$ cat src/rtl/srp_pkg.sv
package srp_pkg;

  // Frame sequencing states
  typedef enum logic [1:0] {
    PH_IDLE,   // no frame
    PH_ARMED,  // frame open, waiting for first rising clock
    PH_SHIFT,  // bits are being driven
    PH_DONE    // word exhausted, output parked
  } phase_t;

  function automatic int frame_bits(input int addr_w, input int res_w);
    return 1 + addr_w + res_w;
  endfunction

endpackage

$ cat src/rtl/srp_sync.sv
module srp_sync #(
  parameter int               WIDTH   = 2,
  parameter int               STAGES  = 2,
  parameter logic [WIDTH-1:0] RST_VAL = '0
) (
  input  logic             clk,
  input  logic             rst_n,
  input  logic [WIDTH-1:0] async_in,
  output logic [WIDTH-1:0] level,
  output logic [WIDTH-1:0] rise,
  output logic [WIDTH-1:0] fall
);

  for (genvar b = 0; b < WIDTH; b++) begin : g_bit
    logic [STAGES-1:0] chain;
    logic              prev;

    always_ff @(posedge clk or negedge rst_n) begin
      if (!rst_n) begin
        chain <= {STAGES{RST_VAL[b]}};
        prev  <= RST_VAL[b];
      end else begin
        chain[0] <= async_in[b];
        for (int s = 1; s < STAGES; s++) chain[s] <= chain[s-1];
        prev <= chain[STAGES-1];
      end
    end

    assign level[b] = chain[STAGES-1];
    assign rise[b]  = chain[STAGES-1] & ~prev;
    assign fall[b]  = ~chain[STAGES-1] & prev;
  end

endmodule

$ cat src/rtl/srp_result_hold.sv
module srp_result_hold #(
  parameter int RES_W = 12
) (
  input  logic             clk,
  input  logic             rst_n,
  input  logic             conv_valid,
  input  logic [RES_W-1:0] conv_data,
  input  logic             frame_active,
  output logic [RES_W-1:0] out_reg,
  output logic             pend_valid
);

  logic [RES_W-1:0] pend_val;

  always_ff @(posedge clk or negedge rst_n) begin
    if (!rst_n) begin
      out_reg    <= '0;
      pend_val   <= '0;
      pend_valid <= 1'b0;
    end else if (conv_valid && !frame_active) begin
      out_reg    <= conv_data;
      pend_valid <= 1'b0;
    end else if (conv_valid) begin
      pend_val   <= conv_data;
      pend_valid <= 1'b1;
    end else if (!frame_active && pend_valid) begin
      out_reg    <= pend_val;
      pend_valid <= 1'b0;
    end
  end

  AST_HOLD_IN_FRAME: assert property (@(posedge clk) disable iff (!rst_n)
    frame_active |=> $stable(out_reg));

  AST_PEND_APPLY: assert property (@(posedge clk) disable iff (!rst_n)
    (!frame_active && pend_valid && !conv_valid) |=> (out_reg == $past(pend_val)));

  AST_PEND_NEWEST: assert property (@(posedge clk) disable iff (!rst_n)
    (frame_active && conv_valid) |=> (pend_valid && pend_val == $past(conv_data)));

  AST_IDLE_LOAD: assert property (@(posedge clk) disable iff (!rst_n)
    (!frame_active && conv_valid) |=> (out_reg == $past(conv_data) && !pend_valid));

endmodule

$ cat src/rtl/srp_shifter.sv
module srp_shifter
  import srp_pkg::*;
#(
  parameter int ADDR_W = 3,
  parameter int RES_W  = 12
) (
  input  logic              clk,
  input  logic              rst_n,
  input  logic              frame_active,
  input  logic              frame_fall,
  input  logic              sclk_level,
  input  logic              sclk_rise,
  input  logic [ADDR_W-1:0] addr,
  input  logic [RES_W-1:0]  result,
  output logic              sdo,
  output logic              sdo_oe,
  output phase_t            phase_o
);

  localparam int WORD_W = frame_bits(ADDR_W, RES_W);
  localparam int IDX_W  = $clog2(WORD_W + 1);
  localparam logic [IDX_W-1:0] LAST = IDX_W'(WORD_W - 1);

  function automatic logic [WORD_W-1:0] build_word(input logic [ADDR_W-1:0] a,
                                                   input logic [RES_W-1:0]  r);
    return {1'b0, a, r};
  endfunction

  phase_t            phase;
  logic [IDX_W-1:0]  idx;
  logic [WORD_W-1:0] word;
  logic [WORD_W-1:0] shifted;

  always_ff @(posedge clk or negedge rst_n) begin
    if (!rst_n) begin
      phase <= PH_IDLE;
      idx   <= '0;
      word  <= '0;
    end else if (!frame_active) begin
      phase <= PH_IDLE;
      idx   <= '0;
    end else if (frame_fall) begin
      word  <= build_word(addr, result);
      idx   <= '0;
      phase <= sclk_level ? PH_SHIFT : PH_ARMED;
    end else if (sclk_rise) begin
      case (phase)
        PH_ARMED: begin
          phase <= PH_SHIFT;
          idx   <= '0;
        end
        PH_SHIFT: begin
          if (idx == LAST) phase <= PH_DONE;
          else             idx   <= idx + 1'b1;
        end
        default: ;
      endcase
    end
  end

  assign shifted = word << idx;
  assign sdo_oe  = (phase == PH_SHIFT);
  assign sdo     = sdo_oe & shifted[WORD_W-1];
  assign phase_o = phase;

  AST_LEAD_ZERO: assert property (@(posedge clk) disable iff (!rst_n)
    $rose(sdo_oe) |-> (sdo == 1'b0));

  AST_STEP_ON_RISE: assert property (@(posedge clk) disable iff (!rst_n)
    (sdo_oe && !sclk_rise && frame_active) |=> ($stable(idx) && $stable(sdo)));

  AST_ARMED_WAIT: assert property (@(posedge clk) disable iff (!rst_n)
    (phase == PH_ARMED && !sclk_rise && frame_active) |=> !sdo_oe);

  AST_NO_REPEAT: assert property (@(posedge clk) disable iff (!rst_n)
    (sdo_oe && idx == LAST && sclk_rise && frame_active) |=> !sdo_oe);

  AST_OE_FRAME: assert property (@(posedge clk) disable iff (!rst_n)
    !frame_active |=> !sdo_oe);

endmodule

$ cat src/rtl/result_serial_port.sv
module result_serial_port
  import srp_pkg::*;
#(
  parameter int ADDR_W      = 3,
  parameter int RES_W       = 12,
  parameter int SYNC_STAGES = 2
) (
  input  logic              clk,
  input  logic              rst_n,
  input  logic              sclk,
  input  logic              rd_frame_n,
  input  logic              conv_valid,
  input  logic [RES_W-1:0]  conv_data,
  input  logic [ADDR_W-1:0] chan_sel,
  output logic              sdo,
  output logic              sdo_oe
);

  // bit 0: serial clock, bit 1: frame (active low)
  logic [1:0] sync_level, sync_rise, sync_fall;

  // named internal events
  logic       sclk_level, sclk_rise;
  logic       frame_active, frame_start, frame_end;
  logic [RES_W-1:0] out_reg;
  logic       pend_valid;
  phase_t     phase;

  srp_sync #(
    .WIDTH   (2),
    .STAGES  (SYNC_STAGES),
    .RST_VAL (2'b10)
  ) sync_i (
    .clk      (clk),
    .rst_n    (rst_n),
    .async_in ({rd_frame_n, sclk}),
    .level    (sync_level),
    .rise     (sync_rise),
    .fall     (sync_fall)
  );

  assign sclk_level   = sync_level[0];
  assign sclk_rise    = sync_rise[0];
  assign frame_active = ~sync_level[1];
  assign frame_start  = sync_fall[1];
  assign frame_end    = sync_rise[1];

  srp_result_hold #(
    .RES_W (RES_W)
  ) hold_i (
    .clk          (clk),
    .rst_n        (rst_n),
    .conv_valid   (conv_valid),
    .conv_data    (conv_data),
    .frame_active (frame_active),
    .out_reg      (out_reg),
    .pend_valid   (pend_valid)
  );

  srp_shifter #(
    .ADDR_W (ADDR_W),
    .RES_W  (RES_W)
  ) shift_i (
    .clk          (clk),
    .rst_n        (rst_n),
    .frame_active (frame_active),
    .frame_fall   (frame_start),
    .sclk_level   (sclk_level),
    .sclk_rise    (sclk_rise),
    .addr         (chan_sel),
    .result       (out_reg),
    .sdo          (sdo),
    .sdo_oe       (sdo_oe),
    .phase_o      (phase)
  );

  AST_END_QUIET: assert property (@(posedge clk) disable iff (!rst_n)
    frame_end |=> (!sdo_oe && phase == PH_IDLE));

  AST_NO_PEND_IDLE: assert property (@(posedge clk) disable iff (!rst_n)
    (!frame_active && !conv_valid) |=> !pend_valid);

endmodule

$ cat config.mk
export PLATFORM = sky130hd
export DESIGN_NAME = result_serial_port
export DESIGN_NICKNAME = d
export VERILOG_FILES = /design/src/rtl/srp_pkg.sv /design/src/rtl/srp_sync.sv /design/src/rtl/srp_result_hold.sv /design/src/rtl/srp_shifter.sv /design/src/rtl/result_serial_port.sv
export SDC_FILE = /design/constraint.sdc
export NUM_CORES = 1
export LEC_CHECK = 0
export BUFFER_PORTS_ARGS = -buffer_cell sky130_fd_sc_hd__buf_2
export CAP_MARGIN = 20
export CELL_PAD_IN_SITES_DETAIL_PLACEMENT = 1
export CELL_PAD_IN_SITES_GLOBAL_PLACEMENT = 2
export CORE_AREA = 2 2 79 81
export DETAILED_ROUTE_END_ITERATION = 7
export DIE_AREA = 0 0 81 83
export HOLD_SLACK_MARGIN = 0.15
export PLACE_DENSITY = 0.77
export SLEW_MARGIN = 20
export SYNTH_ARGS = -nofsm -noshare
export SYNTH_HDL_FRONTEND = slang
export SYNTH_HIERARCHICAL = 1
export SYNTH_SLANG_ARGS = --single-unit
export TNS_END_PERCENT = 100
$ cat constraint.sdc
create_clock -name clk -period 2.6 [get_ports clk]
set_input_delay 0.26 -clock clk [delete_from_list [all_inputs] [get_ports clk]]
set_output_delay 0.26 -clock clk [all_outputs]
set_load 0.02 [all_outputs]
# --- Word level (Yosys, flattened, before mapping) ---
# Index checks and enable logic that the tools add are counted.
totals:
  reg_bits: 53
  latchBits: 0
  ramBits: 0
  rom_bits: 0
  elab_cells: 52
  n_memories: 0
classes:
  addsub: 1
  mul: 0
  n_div: 0
  order_cmp: 0
  eq_ne: 6
  n_shift: 1
  n_mux: 17
  bitwise_logic: 6
  n_reduce_logical: 11
ops:
  columns: ["cell", "n"]
  rows:
  - ["12-bit two-way mux", 3]
  - ["5-bit two-way mux", 4]
  - ["15-bit by 5-bit << shifter with 16-bit output", 1]
  - ["2-bit two-way mux", 5]
  - ["5-bit case mux with 2 select lines", 1]
  - ["4-bit != test, second input constant", 2]
  - ["2-bit AND reduction", 3]
  - ["3-bit AND reduction", 2]
  - ["3-bit nonzero test", 2]
  - ["5-bit by 1-bit adder with 5-bit output, second input constant", 1]
  - ["5-bit by 4-bit == test with 1-bit output, second input constant", 1]
  - ["2-bit case mux with 2 select lines", 1]
  - ["4-bit nonzero test", 1]
  - ["1-bit bitwise AND", 3]
  - ["1-bit two-way mux", 3]
  - ["1-bit NOT", 3]
  - ["2-bit by 1-bit == test with 1-bit output, second input constant", 1]
  - ["2-bit == test, second input constant", 1]
  - ["1-bit logical AND", 2]
  - ["2-bit by 1-bit != test with 1-bit output, second input constant", 1]
  - ["2-bit nonzero test", 1]

# --- Depth between registers and ports, before layout ---
depth:
  word_depth: 6
  depth_mapped: 7
  depth_no_buf: 7

# --- Hierarchy ---
# Netlist, hierarchy kept.
modules_own_cells:
  columns: ["module", "instances", "cells_each", "area_per_inst_um2"]
  rows:
  - ["srp_shifter", 1, 90, 1124.8]
  - ["srp_result_hold", 1, 88, 1101.1]
  - ["srp_sync", 1, 12, 203.9]
  - ["result_serial_port", 1, 1, 3.8]

# --- Worst setup path after synthesis ---
# Ideal clock, no wire load.
synth_timing:
  path_kind: "reg-to-reg"
  startpoint: "register shift_i.idx[1]"
  endpoint: "register shift_i.idx[0]"
  arrival_time_ns: 1.660
  required_time_ns: 2.475
  path_slack_ns: 0.815
  path_stages_with_launch: 8
  n_path_buf: 0
  period_less_slack_ns: 1.785
  path_cell_list: "dfrtp_1 -> ha_1 -> and3_1 -> ha_1 -> nor3b_2 -> o21a_1 -> nor2_1 -> mux2_2"
synth_between:
  elab_chain_len: 3
synth_lines:
  columns: ["item", "line", "rtl"]
  rows:
  - ["from (decl)", "srp_shifter.sv:30", "logic [IDX_W-1:0] idx;"]
  - ["from (signal assigned)", "srp_shifter.sv:54", "else idx <= idx + 1'b1;"]
  - ["5-bit by 4-bit == test with 1-bit output", "srp_shifter.sv:53", "if (idx == LAST) phase <= PH_DONE;"]
  - ["4-bit != test (no line)", null, null]
  - ["3-bit AND reduction (no line)", null, null]
# Every way passes these cells.
# A chain may end at the register's enable or synchronous reset.

# --- Worst setup path in the final report ---
layout_timing:
  startpoint: "register shift_i.idx[0]"
  endpoint: "output port sdo"
layout_between:
  elab_chain_len: 2
layout_lines:
  columns: ["item", "line", "rtl"]
  rows:
  - ["15-bit by 5-bit << shifter with 16-bit output", "srp_shifter.sv:61", "assign shifted = word << idx;"]
  - ["1-bit bitwise AND", "srp_shifter.sv:63", "assign sdo = sdo_oe & shifted[WORD_W-1];"]
  - ["to (decl)", "result_serial_port.sv:15", "output logic sdo,"]
# Every way passes these cells.

==> metrics.md <==
| Metric | Value |
|---|---|
| Core area | around 5800 um2 |
| Final Hold Viols | 0 |
| Die Footprint | 6723 um2 |
| Starting Density | 0.4154 |
| Post-synth net total | ~210 |
| RSZ-0062 raised after global routing | false |
| Final core occ | 0.4600 |
| Sequential power share | 0.592 |
| Setup crit end kind | primary output |
| Hold_ws | 0.2073 ns |
| Layout Area Growth over Synthesis | 10.72% |
| Startpoint Class | register |
| Int Power | 1307 uW |
| HP Class | in2reg |
| Clk sinks | 53 |
| Max_cap viols | 0 |
| Sw frac | 0.2612 |
| GR Util met2 | 0.2705 |
| Worst-Margin Slew | 0.6945 ns |
| Clock edge transition at the registers on the reported setup and hold paths | 0.09 ns |
| Leak Pwr | between 0.001 and 0.0015 uW |
| WL per Instance | 17.71 um |
| Logic pwr share | 0.160 |
| Die height | between 80 and 90 um |
| Die width | 81 um |
| DR pass1 iterations | 4 |
| Fmax achieved | roughly 480 MHz |
| CP Data Arrival Time | 1.83 ns |
| Period utilisation layout | 0.8019 |
| Rel. slew slack | 0.5359 |
| Vias per inst | roughly 5.6 |
| Switching power | 461.9 uW |
| Synth Warn # | 6 |
| IO buf count | 21 |
| Synthesized area per cell | 12.78 um2 |
| Max reg flops | 15 |
| Max IR drop VDD | 0.0003571 V |
| Met3 usage | 0.02826 |
| Ant diodes | 0 |
| Clock Latency Late Sink | 0.29 ns |
| TNS Setup | 0 ns |
| Req. time, crit path | 2.34 ns |
| Met1 Use GR | 0.2372 |
| Final HPWL DP | 3529 um |
| Post-Synthesis Cells | 189 |
| Setup CP Type | reg2out |
| Area of placed instances | 2564 um2 |
| Clock Skew | about 0.0024 ns |
| CTS Buf Count | 5 |
| Clk root buf | clkbuf_8 |
| Total global-route track usage | 0.1666 |
| Initial antenna violation count | 0 |
| CTS max path bufs | 2 |
| Clk pwr share | 0.248 |
| GRT Max-Usage Layer | met2 |
| Max-slew violations | 0 |
| Layout cells sized above 1 | 0.3318 |
| CTS tree | yes |
| Iter 0 DRT Violations | 93 |
| CTS H-tree lvls | 2 |
| Fin area | 2675 um2 |
| Total Wirelength | about 5000 um |
| Top-Level Pins | 22 |
| DRC viols | 0 |
| Global-route wire length before repair | 8976 um |
| Fin crit period | 2.085 ns |
| Grt ovf | 0 |
| Status | complete, no violations |
| Vias in the first global route | 1800 |
| # setup viols final | 0 |
| Nets@finish | between 200 and 250 |
| Antenna Violating Nets Remaining | 0 |
| FP Rows | 28 |
| Worst-path fanout max | 9 |
| GPL Wtd Cong | 0.7607 |
| PD cells | 661.1 nW/um2 |
| Via count | 1608 |
| Post-Syn Area | 2416 um2 |
| Largest net degree at the start of global routing | 54 |
==> final cells by class <==
| cell class | instances | area, um2 |
|---|---|---|
| Fill cell | 644 | 3141 |
| Sequential cell | 53 | 1330 |
| Multi-Input combinational cell | 119 | 996.0 |
| Timing Repair Buffer | 26 | 150.1 |
| Tap cell | 75 | 93.84 |
| Clock buffer | 6 | 72.57 |
| Inverter | 6 | 23.77 |
| Clock inverter | 1 | 8.758 |
==> per-layer routing <==
metal  wire length, um  vias to the layer above
met1              2365                      850
met4                22                        0
met3               124                        2
li1                  -                      738
met2              2552                       18
met5                 0                        -
==> stage by stage <==
step | cells | total power, uW | setup slack [ns]
final | 286 | 1768 | 0.5150
after global routing | 286 | 1869 | 0.3919
after CTS | 286 | 1792 | 0.4996
after detailed placement | 276 | 1346 | 0.6100
after global placement | 276 | 1321 | 0.7296
after floorplan | 189 | 1245 | 0.8152
==> power by group through the flow <==
stage / Sequential [uW] / Combinational [uW] / Clock, uW
after floorplan: 1030 / 216 / 0
after global placement: 1050 / 266 / 0
after detailed placement: 1060 / 281 / 0
after CTS: 1050 / 287 / 458
after global routing: 1060 / 314 / 490
final: 1050 / 283 / 438
==> worst max-delay path, cell delays in order, from the launching register on <==
cell	delay [ns]
dfrtp_1	0.40
buf_4	0.19
mux2i_1	0.14
a2111oi_2	0.37
o211ai_1	0.13
o21ai_0	0.11
buf_2	0.20
==> path summary, 6_finish.rpt <==
check | cells past startpoint | startpoint | slack, ns | to
min in group asynchronous | 3 | rst_n | 0.61 | shift_i/idx[2]
min reg2reg | 0 | sync_i/g_bit[0].chain[0] | 0.36 | sync_i/g_bit[0].chain[1]
max in group asynchronous | 3 | rst_n | 1.53 | shift_i/idx[3]
max reg2reg | 7 | shift_i/idx[1] | 0.60 | shift_i/idx[0]
min | 2 | chan_sel[0] | 0.21 | shift_i/word[12]
max | 6 | shift_i/idx[0] | 0.51 | sdo
==> layout by cell type, fill, tap and decap left out, drive strengths merged, types with 2 or more instances in the layout <==
master and count:
ha 2, o32ai 11, nand2b 5, a211oi 2, o22ai 12, clkbuf 6
dfstp 3, buf 23, inv 5, and2b 3, a21oi 4, dlygate4sd3 3
mux2i 5, mux2 28, clkinv 2, nor3 5, o21a 2, nor3b 2
dfrtp 50, nand2 3, nor2 15, nor2b 3, and3 2, o211ai 2
==> timing repair <==
action,4_1_cts,5_1_grt
hold buffers,3,0
gates resized for setup,0,0
setup buffers,0,0
endpoints found under the hold margin,52,0
Power figures use the tool's default switching activity.
